[config.mk]
export PLATFORM = sky130hd
export DESIGN_NAME = sram_ctrl
export DESIGN_NICKNAME = d
export VERILOG_FILES = /design/src/rtl/sram_ctrl_pkg.sv /design/src/rtl/sram_cycle_timer.sv /design/src/rtl/sram_seq_fsm.sv /design/src/rtl/sram_data_regs.sv /design/src/rtl/sram_ctrl.sv
export SDC_FILE = /design/constraint.sdc
export NUM_CORES = 1
export LEC_CHECK = 0
export BUFFER_PORTS_ARGS = -buffer_cell sky130_fd_sc_hd__buf_4
export CAP_MARGIN = 20
export CORE_MARGIN = 10
export CORE_UTILIZATION = 45
export DETAILED_ROUTE_END_ITERATION = 10
export GPL_TIMING_DRIVEN = 0
export PLACE_DENSITY = 0.79
export RECOVER_POWER = 100
export SYNTH_ARGS = -nofsm -noshare
export SYNTH_HDL_FRONTEND = slang
export SYNTH_HIERARCHICAL = 1
export SYNTH_SLANG_ARGS = --single-unit
[constraint.sdc]
create_clock -name clk -period 3.55 [get_ports clk]
set_clock_uncertainty 0.1 [all_clocks]
set_input_delay 0.71 -clock clk [delete_from_list [all_inputs] [get_ports clk]]
set_output_delay 0.71 -clock clk [all_outputs]
set_load 0.02 [all_outputs]
[src/rtl/sram_ctrl_pkg.sv]
package sram_ctrl_pkg;

  typedef enum logic [1:0] {
    ST_IDLE   = 2'd0,
    ST_READ   = 2'd1,
    ST_WPULSE = 2'd2,
    ST_WREC   = 2'd3
  } seq_state_t;

  // ceiling of ns / period, never negative
  function automatic int ns_to_cyc(input int ns, input int period);
    if (ns <= 0) return 0;
    return (ns + period - 1) / period;
  endfunction

  function automatic int max2(input int a, input int b);
    return (a > b) ? a : b;
  endfunction

  function automatic int max3(input int a, input int b, input int c);
    return max2(max2(a, b), c);
  endfunction

endpackage

[src/rtl/sram_cycle_timer.sv]
module sram_cycle_timer #(
  parameter int CNT_W = 4
) (
  input  logic             clk,
  input  logic             rst,
  input  logic             load,
  input  logic [CNT_W-1:0] load_val,
  output logic             last
);
  logic [CNT_W-1:0] cnt_q;

  always_ff @(posedge clk) begin
    if (rst) begin
      cnt_q <= '0;
    end else if (load) begin
      cnt_q <= load_val;
    end else if (cnt_q != '0) begin
      cnt_q <= cnt_q - 1'b1;
    end
  end

  assign last = (cnt_q == CNT_W'(1));
endmodule

[src/rtl/sram_seq_fsm.sv]
module sram_seq_fsm
  import sram_ctrl_pkg::*;
#(
  parameter int CNT_W   = 4,
  parameter int RD_CYC  = 1,
  parameter int WP_CYC  = 1,
  parameter int REC_CYC = 1
) (
  input  logic             clk,
  input  logic             rst,
  input  logic             req,
  input  logic             we,
  input  logic             last,
  output logic             accept,
  output logic             capture,
  output logic             tmr_load,
  output logic [CNT_W-1:0] tmr_val,
  output logic             ready,
  output logic             done,
  output logic             cs_n,
  output logic             oe_n,
  output logic             we_n,
  output logic             dq_oe
);
  seq_state_t state_q, state_d;

  assign ready   = (state_q == ST_IDLE);
  assign accept  = ready & req;
  assign capture = (state_q == ST_READ) & last;

  always_comb begin
    state_d = state_q;
    unique case (state_q)
      ST_IDLE:   if (req)  state_d = we ? ST_WPULSE : ST_READ;
      ST_READ:   if (last) state_d = ST_IDLE;
      ST_WPULSE: if (last) state_d = ST_WREC;
      ST_WREC:   if (last) state_d = ST_IDLE;
      default:   state_d = ST_IDLE;
    endcase
  end

  always_comb begin
    tmr_load = accept | ((state_q == ST_WPULSE) & last);
    if (accept) begin
      tmr_val = we ? CNT_W'(WP_CYC) : CNT_W'(RD_CYC);
    end else begin
      tmr_val = CNT_W'(REC_CYC);
    end
  end

  always_ff @(posedge clk) begin
    if (rst) begin
      state_q <= ST_IDLE;
      cs_n    <= 1'b1;
      oe_n    <= 1'b1;
      we_n    <= 1'b1;
      dq_oe   <= 1'b0;
      done    <= 1'b0;
    end else begin
      state_q <= state_d;
      cs_n    <= (state_d == ST_IDLE);
      oe_n    <= (state_d != ST_READ);
      we_n    <= (state_d != ST_WPULSE);
      dq_oe   <= (state_d == ST_WPULSE) |
                 ((state_q == ST_WPULSE) & (state_d == ST_WREC));
      done    <= (state_q != ST_IDLE) & (state_d == ST_IDLE);
    end
  end
endmodule

[src/rtl/sram_data_regs.sv]
module sram_data_regs #(
  parameter int ADDR_W = 17,
  parameter int DATA_W = 8
) (
  input  logic              clk,
  input  logic              rst,
  input  logic              accept,
  input  logic              capture,
  input  logic [ADDR_W-1:0] addr,
  input  logic [DATA_W-1:0] wdata,
  input  logic [DATA_W-1:0] bus_in,
  output logic [ADDR_W-1:0] mem_addr,
  output logic [DATA_W-1:0] mem_dq_o,
  output logic [DATA_W-1:0] rdata
);
  always_ff @(posedge clk) begin
    if (rst) begin
      mem_addr <= '0;
      mem_dq_o <= '0;
      rdata    <= '0;
    end else begin
      if (accept) begin
        mem_addr <= addr;
        mem_dq_o <= wdata;
      end
      if (capture) begin
        rdata <= bus_in;
      end
    end
  end
endmodule

[src/rtl/sram_ctrl.sv]
module sram_ctrl
  import sram_ctrl_pkg::*;
#(
  parameter int ADDR_W     = 17,
  parameter int DATA_W     = 8,
  parameter int CLK_NS     = 20,
  parameter bit SLOW_GRADE = 1'b0,
  parameter int T_RC_NS    = SLOW_GRADE ? 55 : 8,
  parameter int T_AA_NS    = SLOW_GRADE ? 55 : 8,
  parameter int T_CO_NS    = SLOW_GRADE ? 55 : 8,
  parameter int T_OE_NS    = SLOW_GRADE ? 25 : 4,
  parameter int T_WC_NS    = SLOW_GRADE ? 55 : 8,
  parameter int T_CW_NS    = SLOW_GRADE ? 45 : 6,
  parameter int T_AW_NS    = SLOW_GRADE ? 45 : 6,
  parameter int T_WP_NS    = SLOW_GRADE ? 40 : 6,
  parameter int T_OW_NS    = SLOW_GRADE ? 5  : 3
) (
  input  logic              clk,
  input  logic              rst,
  input  logic              req,
  input  logic              we,
  input  logic [ADDR_W-1:0] addr,
  input  logic [DATA_W-1:0] wdata,
  output logic              ready,
  output logic [DATA_W-1:0] rdata,
  output logic              done,
  output logic [ADDR_W-1:0] mem_addr,
  output logic [DATA_W-1:0] mem_dq_o,
  output logic              mem_dq_oe,
  input  logic [DATA_W-1:0] mem_dq_i,
  output logic              mem_cs_n,
  output logic              mem_oe_n,
  output logic              mem_we_n
);
  localparam int RD_CYC  = max2(max3(ns_to_cyc(T_RC_NS, CLK_NS), ns_to_cyc(T_AA_NS, CLK_NS),
                                     ns_to_cyc(T_CO_NS, CLK_NS)),
                                max2(ns_to_cyc(T_OE_NS, CLK_NS), 1));
  localparam int WP_CYC  = max2(max3(ns_to_cyc(T_WP_NS, CLK_NS), ns_to_cyc(T_CW_NS, CLK_NS),
                                     ns_to_cyc(T_AW_NS, CLK_NS)), 1);
  localparam int REC_CYC = max3(ns_to_cyc(T_WC_NS, CLK_NS) - WP_CYC,
                                ns_to_cyc(T_OW_NS, CLK_NS), 1);
  localparam int MAX_CYC = max3(RD_CYC, WP_CYC, REC_CYC);
  localparam int CNT_W   = $clog2(MAX_CYC + 1);

  logic             accept;
  logic             capture;
  logic             tmr_load;
  logic [CNT_W-1:0] tmr_val;
  logic             tmr_last;

  sram_cycle_timer #(.CNT_W(CNT_W)) u_timer (
    .clk      (clk),
    .rst      (rst),
    .load     (tmr_load),
    .load_val (tmr_val),
    .last     (tmr_last)
  );

  sram_seq_fsm #(
    .CNT_W   (CNT_W),
    .RD_CYC  (RD_CYC),
    .WP_CYC  (WP_CYC),
    .REC_CYC (REC_CYC)
  ) u_fsm (
    .clk      (clk),
    .rst      (rst),
    .req      (req),
    .we       (we),
    .last     (tmr_last),
    .accept   (accept),
    .capture  (capture),
    .tmr_load (tmr_load),
    .tmr_val  (tmr_val),
    .ready    (ready),
    .done     (done),
    .cs_n     (mem_cs_n),
    .oe_n     (mem_oe_n),
    .we_n     (mem_we_n),
    .dq_oe    (mem_dq_oe)
  );

  sram_data_regs #(.ADDR_W(ADDR_W), .DATA_W(DATA_W)) u_data (
    .clk      (clk),
    .rst      (rst),
    .accept   (accept),
    .capture  (capture),
    .addr     (addr),
    .wdata    (wdata),
    .bus_in   (mem_dq_i),
    .mem_addr (mem_addr),
    .mem_dq_o (mem_dq_o),
    .rdata    (rdata)
  );
endmodule

[Word-level counts from Yosys, hierarchy flattened]
Cells that the tools add are included.
Cells by class
  $add $sub $neg: 1
  equality and inequality tests: 7
  mux-type cells: 7
  bitwise operators: 7
  reduce and logical (&&, ||, !) cells: 4
Operators by type and width (count)
  equality test 2 bit, second input constant: 4
  two-way mux 2 bit: 4
  one-hot mux 2 bit (3 select lines): 1
  AND 1 bit: 5
  zero test 2 bit: 2
  equality test 2 x 1 -> 1 bit, second input constant: 1
  two-way mux 1 bit: 2
  != test 2 x 1 -> 1 bit, second input constant: 1
  != test 2 bit, second input constant: 1
  OR 1 bit: 2
  nonzero test 2 bit: 1
  OR reduction 2 bit: 1
  subtractor 1 bit, second input constant: 1
Word-level totals
  register bits after elaboration: 41
  input bits: 37
  output and inout bits: 39
  word-level logic and storage cells: 36

[Depth between registers and ports, before layout]
Gate-level depths: netlist of the first run.
  depth after elaboration: 6
  mapped depth: 7
  depth with buffers taken out: 4

[Hierarchy]
The synthesis of the first run kept the hierarchy.
Modules (own cells, without submodules)
  sram_data_regs: instances 1, cells each 107, area an instance 1191.1 um2, seq. area each 660.6 um2
  sram_seq_fsm: instances 1, cells each 35, area an instance 315.3 um2, seq. area each 140.1 um2
  sram_cycle_timer: instances 1, cells each 2, area an instance 28.8 um2, seq. area each 20.0 um2

[Worst setup path before layout of the first run]
No wires, ideal clock.
  path type: flip-flop to flip-flop
  from: register u_fsm.state_q[0]
  to: register u_data.mem_addr[0]
  library setup time: 0.128 ns
  arrival: 1.456 ns
  required time: 3.322 ns
  setup slack: 1.866 ns
  cell stages (with the launch flop): 8
  path buffers: 3
  clock period less this slack: 1.684 ns
  cells stage by stage: dfxtp_1 -> buf_2 -> nor2_1 -> and2_1 -> buf_6 -> buf_12 -> mux2i_1 -> nor2_1
Between the ends
  cells in the longest elaborated chain, start to end: 2
RTL lines
  from (decl): RTL line sram_seq_fsm.sv:25  | seq_state_t state_q, state_d;
  from (signal assigned): RTL line sram_seq_fsm.sv:60  | state_q <= state_d;
  zero test 2 bit: RTL line sram_seq_fsm.sv:27  | assign ready = (state_q == ST_IDLE);
  named net ready: RTL line sram_ctrl.sv:24  | output logic ready,
  AND 1 bit: RTL line sram_seq_fsm.sv:28  | assign accept = ready & req;
  named net accept: RTL line sram_ctrl.sv:45  | logic accept;
  to (signal assigned): RTL line sram_data_regs.sv:23  | mem_addr <= addr;
  to (decl): RTL line sram_data_regs.sv:12  | output logic [ADDR_W-1:0] mem_addr,
The timed path passes the listed nets, and every way through them passes these cells.
A chain may end at the register's enable or synchronous reset.

[Final worst setup path of the first run]
  from: register u_fsm.state_q[0]
  to: register u_data.mem_dq_o[3]
Between the ends
  cells in the longest elaborated chain, start to end: 2
RTL lines
  zero test 2 bit: RTL line sram_seq_fsm.sv:27
  AND 1 bit: RTL line sram_seq_fsm.sv:28
  named net accept: RTL line sram_ctrl.sv:45
  to (signal assigned): RTL line sram_data_regs.sv:24  | mem_dq_o <= wdata;
  to (decl): RTL line sram_data_regs.sv:13  | output logic [DATA_W-1:0] mem_dq_o,
The timed path passes the listed nets, and every way through them passes these cells.

==> results_dict.tcl, run 1 <==
set metrics [dict create \
    status "finished, final reports clean" \
    critPathCaptureType "register" \
    fin_ws_ns 1.179 \
    r2r_end "u_data/mem_dq_o[3]" \
    powerDensity_mw_per_mm2 450.7 \
    cts_resized 0 \
    p_seq_frac 0.548 \
    worstRegToRegCells 7 \
    hold_end "u_data/mem_addr[8]" \
    cts_tree "done" \
    cp_max_fo 10 \
    finalCritPeriodShare 0.6679 \
    ioPinCount 76 \
    syn_avg_cell_area_um2 10.66 \
    grt_pass1_vias 1279 \
    hold_viol 0 \
    syn_nets 181 \
    crit_chain "clkbuf_1 > nor2_1 > and2_0 > clkbuf_1 > clkbuf_1 > mux2i_1 > nor2_1" \
    setup_violations 0 \
    pre_cts_slack_ns 1.772 \
    critPathBufInv 3 \
    grt_max_degree 14 \
    synthSimpleGateAreaFrac 0.1377 \
    comb_power_share 0.184 \
    clock-root-buffer "clkbuf_4" \
    ys_types 24 \
    syn2layout_area_growth_pct 31.70 \
    htree_levels 2 \
    max-slew-margin-rel 0.5233 \
    syn_area_mm2 0.001535 \
    rows 21 \
    min_from "u_data/mem_addr[8]" \
    layout-drive-gt1-share 0.2115 \
    top_layer "met4" \
    synth_top_family_by_area "multiplexers" \
    clk_latency_ns 0.34 \
    synthXorXnorAreaFrac 0 \
    via_count 1250 \
    critPathSlowestCell "clkbuf_1" \
    met3_length_um 258 \
    gp_congestion 0.6737 \
    rsz0062_at_grt "false" \
    m1WireLength_um 1711 \
    synthAdderAreaFrac 0 \
    drv_slew 0 \
    wl_per_cell_um 14.23 \
    leakage_nw 0.8552 \
    cts_setup_buffers 0 \
    tightest_slew_ns 0.7150 \
    path_common_cell "clkbuf_1" \
    dpl.hpwl_um 3060 \
    synth_compound_area_frac 0.03830 \
    min_period_ns 2.371 \
    min_path_type "reg -> reg" \
    clock_power_share 0.268 \
    final_common_cell "clkbuf_1" \
    synthCells 144 \
    synth_mux_area_frac 0.2217 \
    instances_no_fill 273 \
    port_buffers 75 \
    avgViaCountPerCell 4.579 \
    cts_sinks 41 \
    cp.arrival_ns 2.51 \
    clock_path_buffers 2 \
    ys_seq_elements 41 \
    fin_util 0.6107 \
    initial_utilization 0.4637 \
    intPower_uw 656.4 \
    drv_cap 0 \
    start_kind "register" \
    r2r_start "u_fsm/state_q[0]" \
    fillers 342 \
    p_switching_uw 254.9 \
    ir_drop_mv 0.2039 \
    switching_share 0.2797 \
    path_delay_family "buffers and inverters" \
    drt_wl_total_um 3885 \
    grt_overflow 0 \
    grt_use_total 0.1254 \
    grt_pass1_wl_um 6196 \
    yosys_warnings 6 \
    fin_nets 263 \
    timing.fmax_mhz 421.7 \
    final_area_mm2 0.002022 \
    die_width_um 78.41 \
    clkTransAtPathRegs_ns 0.12 \
    yosysSeqAreaShare 0.5346 \
    dpl_cell_area_mm2 0.002156 \
    antenna_cells 0 \
    dieArea_mm2 0.006148 \
    slowest_delay_ns 0.60 \
    dp.cells 265 \
    r2r_slack_ns 1.18 \
    die_y_um 78.41 \
    drt-initial-drc-count 30 \
    first_pass_iters 4 \
    antenna_found_initial 0 \
    finalSetupTns_ns 0 \
    hold_buffers 0 \
    final_antenna_net_count 0 \
    core_region_area_mm2 0.003311 \
    route.detailed.drc 0 \
    cts_buffers 5 \
    holdPathStages 2 \
    met2WireLength_um 1865 \
    critical_path_class "reg -> reg" \
    final_cell_mix "clkbuf_1, dfxtp_1, nor2_1" \
    required_ns 3.69 \
]
-- worst max path at each step --
stage / startpoint / end / slack [ns] / depth (start not counted)
4_1_cts: u_fsm/state_q[0] / ready / 1.56 / 3
6_report: u_fsm/state_q[0] / u_data/mem_dq_o[3] / 1.18 / 7
5_1_grt: u_fsm/state_q[0] / u_data/mem_addr[12] / 0.96 / 7
3_3_place_gp: req / u_data/mem_addr[7] / 1.81 / 6
2_1_floorplan: u_fsm/state_q[0] / u_data/mem_addr[0] / 1.87 / 7
3_5_place_dp: req / u_data/mem_addr[11] / 1.77 / 6
-- synthesized netlist by cell type, drive strengths merged --
library cell | count | share of area
a21bo | 1 | 0.0065
nor3 | 1 | 0.0033
o31ai | 1 | 0.0049
clkbuf | 2 | 0.0049
or2b | 1 | 0.0049
dfxtp | 41 | 0.53
o21ai | 1 | 0.0033
mux2i | 34 | 0.22
nor2 | 38 | 0.093
a211o | 1 | 0.0057
nand2 | 1 | 0.0024
or3b | 1 | 0.0057
nand3b | 2 | 0.0098
nor3b | 1 | 0.0049
and2 | 1 | 0.0041
a21boi | 1 | 0.0049
and3b | 1 | 0.0057
conb | 1 | 0.0024
nor2b | 1 | 0.0041
buf | 9 | 0.060
a21oi | 4 | 0.013
-- per-layer routing --
layer / vias up / GRT usage
li1: 635 / -
met1: 558 / 0.1371
met2: 52 / 0.2015
met3: 5 / 0.06150
met4: 0 / 0.05556
met5: - / 0
-- per-stage QoR --
| step | power (mW) | hold slack, ns |
|---|---|---|
| 2_1_floorplan | 0.6236 | 0.3525 |
| 3_3_place_gp | 0.7065 | 0.3752 |
| 3_5_place_dp | 0.7129 | 0.3866 |
| 4_1_cts | 0.9604 | 0.4165 |
| 5_1_grt | 0.9667 | 0.4309 |
| 6_report | 0.9113 | 0.4056 |
-- registers in the layout, indices dropped and copies added (netlist names) --
register	cells
u_fsm/dq_oe	1
u_data/mem_dq_o	8
u_fsm/cs_n	1
u_fsm/state_q	2
u_data/mem_addr	17
u_fsm/we_n	1
u_data/rdata	8
u_timer/last	1
u_fsm/oe_n	1
u_fsm/done	1
-- power groups by stage --
stage                     Combinational [mW]  Clock (mW)  Sequential [mW]
after detailed placement               0.202           0            0.511
final                                  0.167       0.244            0.499
after floorplan                       0.0838           0            0.540
after CTS                              0.203       0.257            0.501
after global placement                 0.197           0            0.509
after global routing                   0.183       0.279            0.504
-- worst min-delay path: cells and delay by family, from the launching register on --
| kind | cells | cell delay (ns) |
|---|---|---|
| flops | 1 | 0.34 |
| mux | 1 | 0.07 |
| simple gates | 1 | 0.07 |
-- cells by family (layout without fill, tap and decap cells) --
logic type | count (synthesis) | in the layout
other | 1 | 1
flip-flops | 41 | 41
AND/OR/NAND/NOR | 48 | 48
buffers and inverters | 11 | 94
AO/OA/AOI/OAI | 9 | 9
multiplexers | 34 | 34
-- area by class of cell --
cell class | count | area, um2 | area share
buffer | 11 | 47.55 | 0.02351
sequential | 41 | 820.8 | 0.4059
multi-input combinational | 92 | 614.3 | 0.3038
clock inverter | 2 | 13.76 | 0.006807
tap | 46 | 57.56 | 0.02847
timing repair buffer | 75 | 416.7 | 0.2061
clock buffer | 6 | 51.30 | 0.02537
No activity file was read; power rests on OpenSTA's default activity.
==> run 2: changes to the inputs <==
CORE_UTILIZATION = 44   (was 45)
PLACE_DENSITY = 0.77   (was 0.79)
clock period = 2.4 ns   (was 3.55 ns; I/O delays follow)
==> results_dict.tcl, run 2 (same netlist as run 1, synthesis figures left out) <==
set metrics [dict create \
    leakage_nw 0.8830 \
    r2r_start "u_fsm/state_q[0]" \
    finalSetupTns_ns 0 \
    clkTransAtPathRegs_ns 0.11 \
    via_count 1244 \
    cts_tree "done" \
    final_antenna_net_count 0 \
    cts_sinks 41 \
    port_buffers 75 \
    dp.cells 265 \
    critical_path_class "reg -> out" \
    crit_end "ready" \
    slowest_delay_ns 0.36 \
    fin_util 0.6157 \
    grt_use_total 0.1256 \
    dpl_cell_area_mm2 0.002156 \
    clk_latency_ns 0.33 \
    top_regs "u_data/mem_addr (17), u_data/mem_dq_o (8), u_data/rdata (8)" \
    critPathSlowestCell "dfxtp_1" \
    antenna_found_initial 0 \
    setup_violations 0 \
    met2WireLength_um 2133 \
    min_period_ns 1.913 \
    worstRegToRegCells 7 \
    largest_reg_flops 17 \
    cts_buffers 5 \
    core_region_area_mm2 0.003363 \
    p_switching_uw 367.6 \
    min_path_type "in -> reg" \
    drt_wl_total_um 4032 \
    r2r_end "u_data/mem_addr[15]" \
    clock-root-buffer "clkbuf_4" \
    final_common_cell "clkbuf_1" \
    crit_chain "clkbuf_1 > nor2_1 > clkbuf_1" \
    switching_share 0.2667 \
    top_layer "met4" \
    fin_ws_ns 0.4870 \
    whs_ns 0.2689 \
    cp.arrival_ns 1.33 \
    die_y_um 79.07 \
    pre_cts_slack_ns 0.8013 \
    m1WireLength_um 1454 \
    grt_pass1_vias 1319 \
    r2r_slack_ns 0.67 \
    critPathBufInv 2 \
    hold_viol 0 \
    grt_max_degree 13 \
    dpl.hpwl_um 3296 \
    start_kind "register" \
    hold_buffers 0 \
    regMostFlops "u_data/mem_addr" \
    layout-drive-gt1-share 0.2291 \
    gp_congestion 0.7445 \
    avgViaCountPerCell 4.557 \
    final_cell_mix "clkbuf_1, dfxtp_1, buf_4, nor2_1, mux2i_1" \
    grt_overflow 0 \
    cp_max_fo 10 \
    instances_no_fill 273 \
    first_pass_iters 4 \
    fin_total_pwr_mw 1.379 \
    dieArea_mm2 0.006252 \
    final_area_mm2 0.002071 \
    clock_power_share 0.272 \
    htree_levels 2 \
    route.detailed.drc 0 \
    critPathLaunch "u_fsm/state_q[0]" \
    grt_pass1_wl_um 6299 \
    rsz0062_at_grt "false" \
    drv_slew 0 \
    cts_setup_buffers 0 \
    ir_drop_mv 0.3697 \
    comb_power_share 0.191 \
    timing.fmax_mhz 522.7 \
    required_ns 1.82 \
    drt-initial-drc-count 42 \
    critPathCaptureType "output pin" \
    antenna_cells 0 \
    syn2layout_area_growth_pct 34.88 \
    path_delay_family "buffers and inverters" \
    clock_path_buffers 2 \
    intPower_mw 1.011 \
    path_common_cell "clkbuf_1" \
    cp.depth 3 \
    initial_utilization 0.4565 \
    drv_cap 0 \
    met3_length_um 397 \
    p_seq_frac 0.537 \
    die_width_um 79.07 \
    powerDensity_mw_per_mm2 665.7 \
    fin_nets 263 \
    status "finished, final reports clean" \
    ioPinCount 76 \
    finalCritPeriodShare 0.7971 \
    wl_per_cell_um 14.77 \
    cts_resized 0 \
    rows 21 \
]
-- run 2: cell count changes in the layout (fill, tap and decap cells not counted), sizes merged --
cell | before | now
buf | 39 | 43
clkinv | 2 | 1
clkbuf | 53 | 50
-- run 2: power groups by stage --
stage | sequential (mW) | clock, mW | combinational (mW)
after floorplan | 0.798 | 0 | 0.124
after global placement | 0.753 | 0 | 0.292
after detailed placement | 0.757 | 0 | 0.300
after CTS | 0.742 | 0.390 | 0.301
after global routing | 0.745 | 0.422 | 0.285
final | 0.740 | 0.375 | 0.264
-- run 2: worst min-delay path by stage --
stage | slack, ns | startpoint | depth (start not counted) | end
2_1_floorplan | 0.35 | u_fsm/state_q[0] | 2 | u_fsm/cs_n
3_3_place_gp | 0.37 | u_data/mem_addr[2] | 2 | u_data/mem_addr[2]
3_5_place_dp | 0.38 | u_data/rdata[1] | 2 | u_data/rdata[1]
4_1_cts | 0.25 | mem_dq_i[7] | 3 | u_data/rdata[7]
5_1_grt | 0.25 | mem_dq_i[7] | 3 | u_data/rdata[7]
6_report | 0.27 | mem_dq_i[1] | 3 | u_data/rdata[1]
-- run 2: final cells by class --
type / count / area [um2]
plain buffers: 11 / 91.34
clock buffers: 7 / 65.06
clock inverters: 1 / 5.005
fillers: 351 / 1292
multi-input cells: 92 / 614.3
flip-flops and latches: 41 / 820.8
well taps: 46 / 57.56
repair buffers: 75 / 416.7
-- run 2: tightest hold or removal path, stage by stage --
cell and delay (ns):
buf_4 0.08, mux2i_1 0.06, nor2_1 0.07
-- run 2: metal layers --
layer | GRT usage | vias up
met5 | 0 | -
met4 | 0.03763 | 0
met3 | 0.07432 | 5
met2 | 0.2202 | 42
met1 | 0.1215 | 562
li1 | - | 635
==> run 3: changes to the inputs <==
CORE_UTILIZATION = 40   (was 44)
PLACE_DENSITY = 0.74   (was 0.77)
clock period = 1.6 ns   (was 2.4 ns; I/O delays follow)
==> results_dict.tcl, run 3 (same netlist as run 1, synthesis figures left out) <==
set metrics [dict create \
    clock-root-buffer "clkbuf_8" \
    min_period_ns 1.506 \
    cts_buffers 5 \
    fin_ws_ns 0.09377 \
    grt_pass1_wl_um 5920 \
    final_antenna_net_count 0 \
    grt_pass1_vias 1246 \
    dpl.hpwl_um 2975 \
    cp.arrival_ns 1.55 \
    fin_nets 265 \
    hold_viol 0 \
    timing.fmax_mhz 663.9 \
    antenna_cells 0 \
    port_buffers 75 \
    route.detailed.drc 0 \
    powerDensity_mw_per_mm2 1023 \
    drt-initial-drc-count 54 \
    wl_per_cell_um 14.09 \
    rows 22 \
    clock_path_buffers 2 \
    critPathCaptureType "register" \
    dpl_cell_area_mm2 0.002161 \
    syn2layout_area_growth_pct 38.06 \
    first_pass_iters 4 \
    top_regs "u_data/mem_addr (17), u_data/mem_dq_o (8), u_data/rdata (8)" \
    fin_total_pwr_mw 2.168 \
    setup_violations 0 \
    largest_reg_flops 17 \
    ioPinCount 76 \
    required_ns 1.65 \
    critPathSlowestCell "dfxtp_1" \
    initial_utilization 0.4162 \
    layout-drive-gt1-share 0.2500 \
    cts_sinks 41 \
    final_cell_mix "clkbuf_1, dfxtp_1, buf_4" \
    pre_cts_slack_ns 0.02916 \
    final_area_mm2 0.002120 \
    fin_util 0.5746 \
    drv_cap 0 \
    final_common_cell "clkbuf_1" \
    cts_tree "done" \
    status "finished, final reports clean" \
    min_path_type "in -> reg" \
    grt_use_total 0.1127 \
    start_kind "register" \
    drv_slew 0 \
    rsz0062_at_grt "false" \
    finalSetupTns_ns 0 \
    leakage_nw 0.9053 \
    die_width_um 81.95 \
    dp.cells 267 \
    clk_latency_ns 0.28 \
    ir_drop_mv 0.5529 \
    clkTransAtPathRegs_ns 0.07 \
    via_count 1268 \
    path_delay_family "buffers and inverters" \
    whs_ns 0.1613 \
    regMostFlops "u_data/mem_addr" \
    critPathBufInv 3 \
    antenna_found_initial 0 \
    die_y_um 81.95 \
    avgViaCountPerCell 4.594 \
    drt_wl_total_um 3888 \
    grt_max_degree 12 \
    slowest_delay_ns 0.32 \
    gp_congestion 0.6903 \
    cp_max_fo 10 \
    core_region_area_mm2 0.003689 \
    critical_path_class "reg -> reg" \
    htree_levels 2 \
    finalCritPeriodShare 0.9414 \
    crit_chain "buf_4 > nor2_2 > and2_4 > buf_6 > buf_12 > mux2i_2 > nor2_1" \
    instances_no_fill 276 \
    grt_overflow 0 \
    dieArea_mm2 0.006716 \
]
run 3: cell count changes in the layout (fill, tap and decap cells not counted), sizes merged:
cell    delta
clkinv     -1
buf        +2
run 3: final cells by class:
cell class	count	area [um2]
multi-input cells	92	623.1
flip-flops and latches	41	820.8
clock buffers	7	86.33
well taps	48	60.06
plain buffers	11	100.1
fillers	383	1569
repair buffers	77	429.2
run 3: path summary, 6_finish.rpt:
| check | cells past startpoint | start | slack (ns) | to |
|---|---|---|---|---|
| setup / recovery | 7 | u_fsm/state_q[0] | 0.09 | u_data/mem_addr[9] |
| hold reg to reg | 2 | u_data/mem_addr[2] | 0.39 | u_data/mem_addr[2] |
| setup reg to reg | 7 | u_fsm/state_q[0] | 0.09 | u_data/mem_addr[9] |
| hold / removal | 2 | rst | 0.16 | u_fsm/done |
run 3: power breakdown:
part / switching, mW / internal (mW) / leakage [nW]
Clock: 0.307 / 0.342 / 0.0443
Combinational: 0.215 / 0.195 / 0.525
Sequential: 0.0281 / 1.08 / 0.336
Total: 0.551 / 1.62 / 0.905
run 3: metal layers:
| layer | wire [um] | global-route usage | share of wire | vias to the layer above |
|---|---|---|---|---|
| met5 | 0 | 0 | 0 | - |
| met1 | 1566 | 0.1274 | 0.40 | 580 |
| met4 | 36 | 0.03571 | 0.0093 | 0 |
| met3 | 372 | 0.05786 | 0.096 | 4 |
| li1 | - | - | - | 645 |
| met2 | 1913 | 0.1810 | 0.49 | 39 |
run 3: timing repair:
| action | 4_1_cts | 5_1_grt |
|---|---|---|
| setup buffers | 0 | 2 |
| endpoints found under the hold margin | 0 | 0 |
| hold buffers | 0 | 0 |
| setup endpoints to repair | 0 | 19 |
| resized for setup | 0 | 4 |
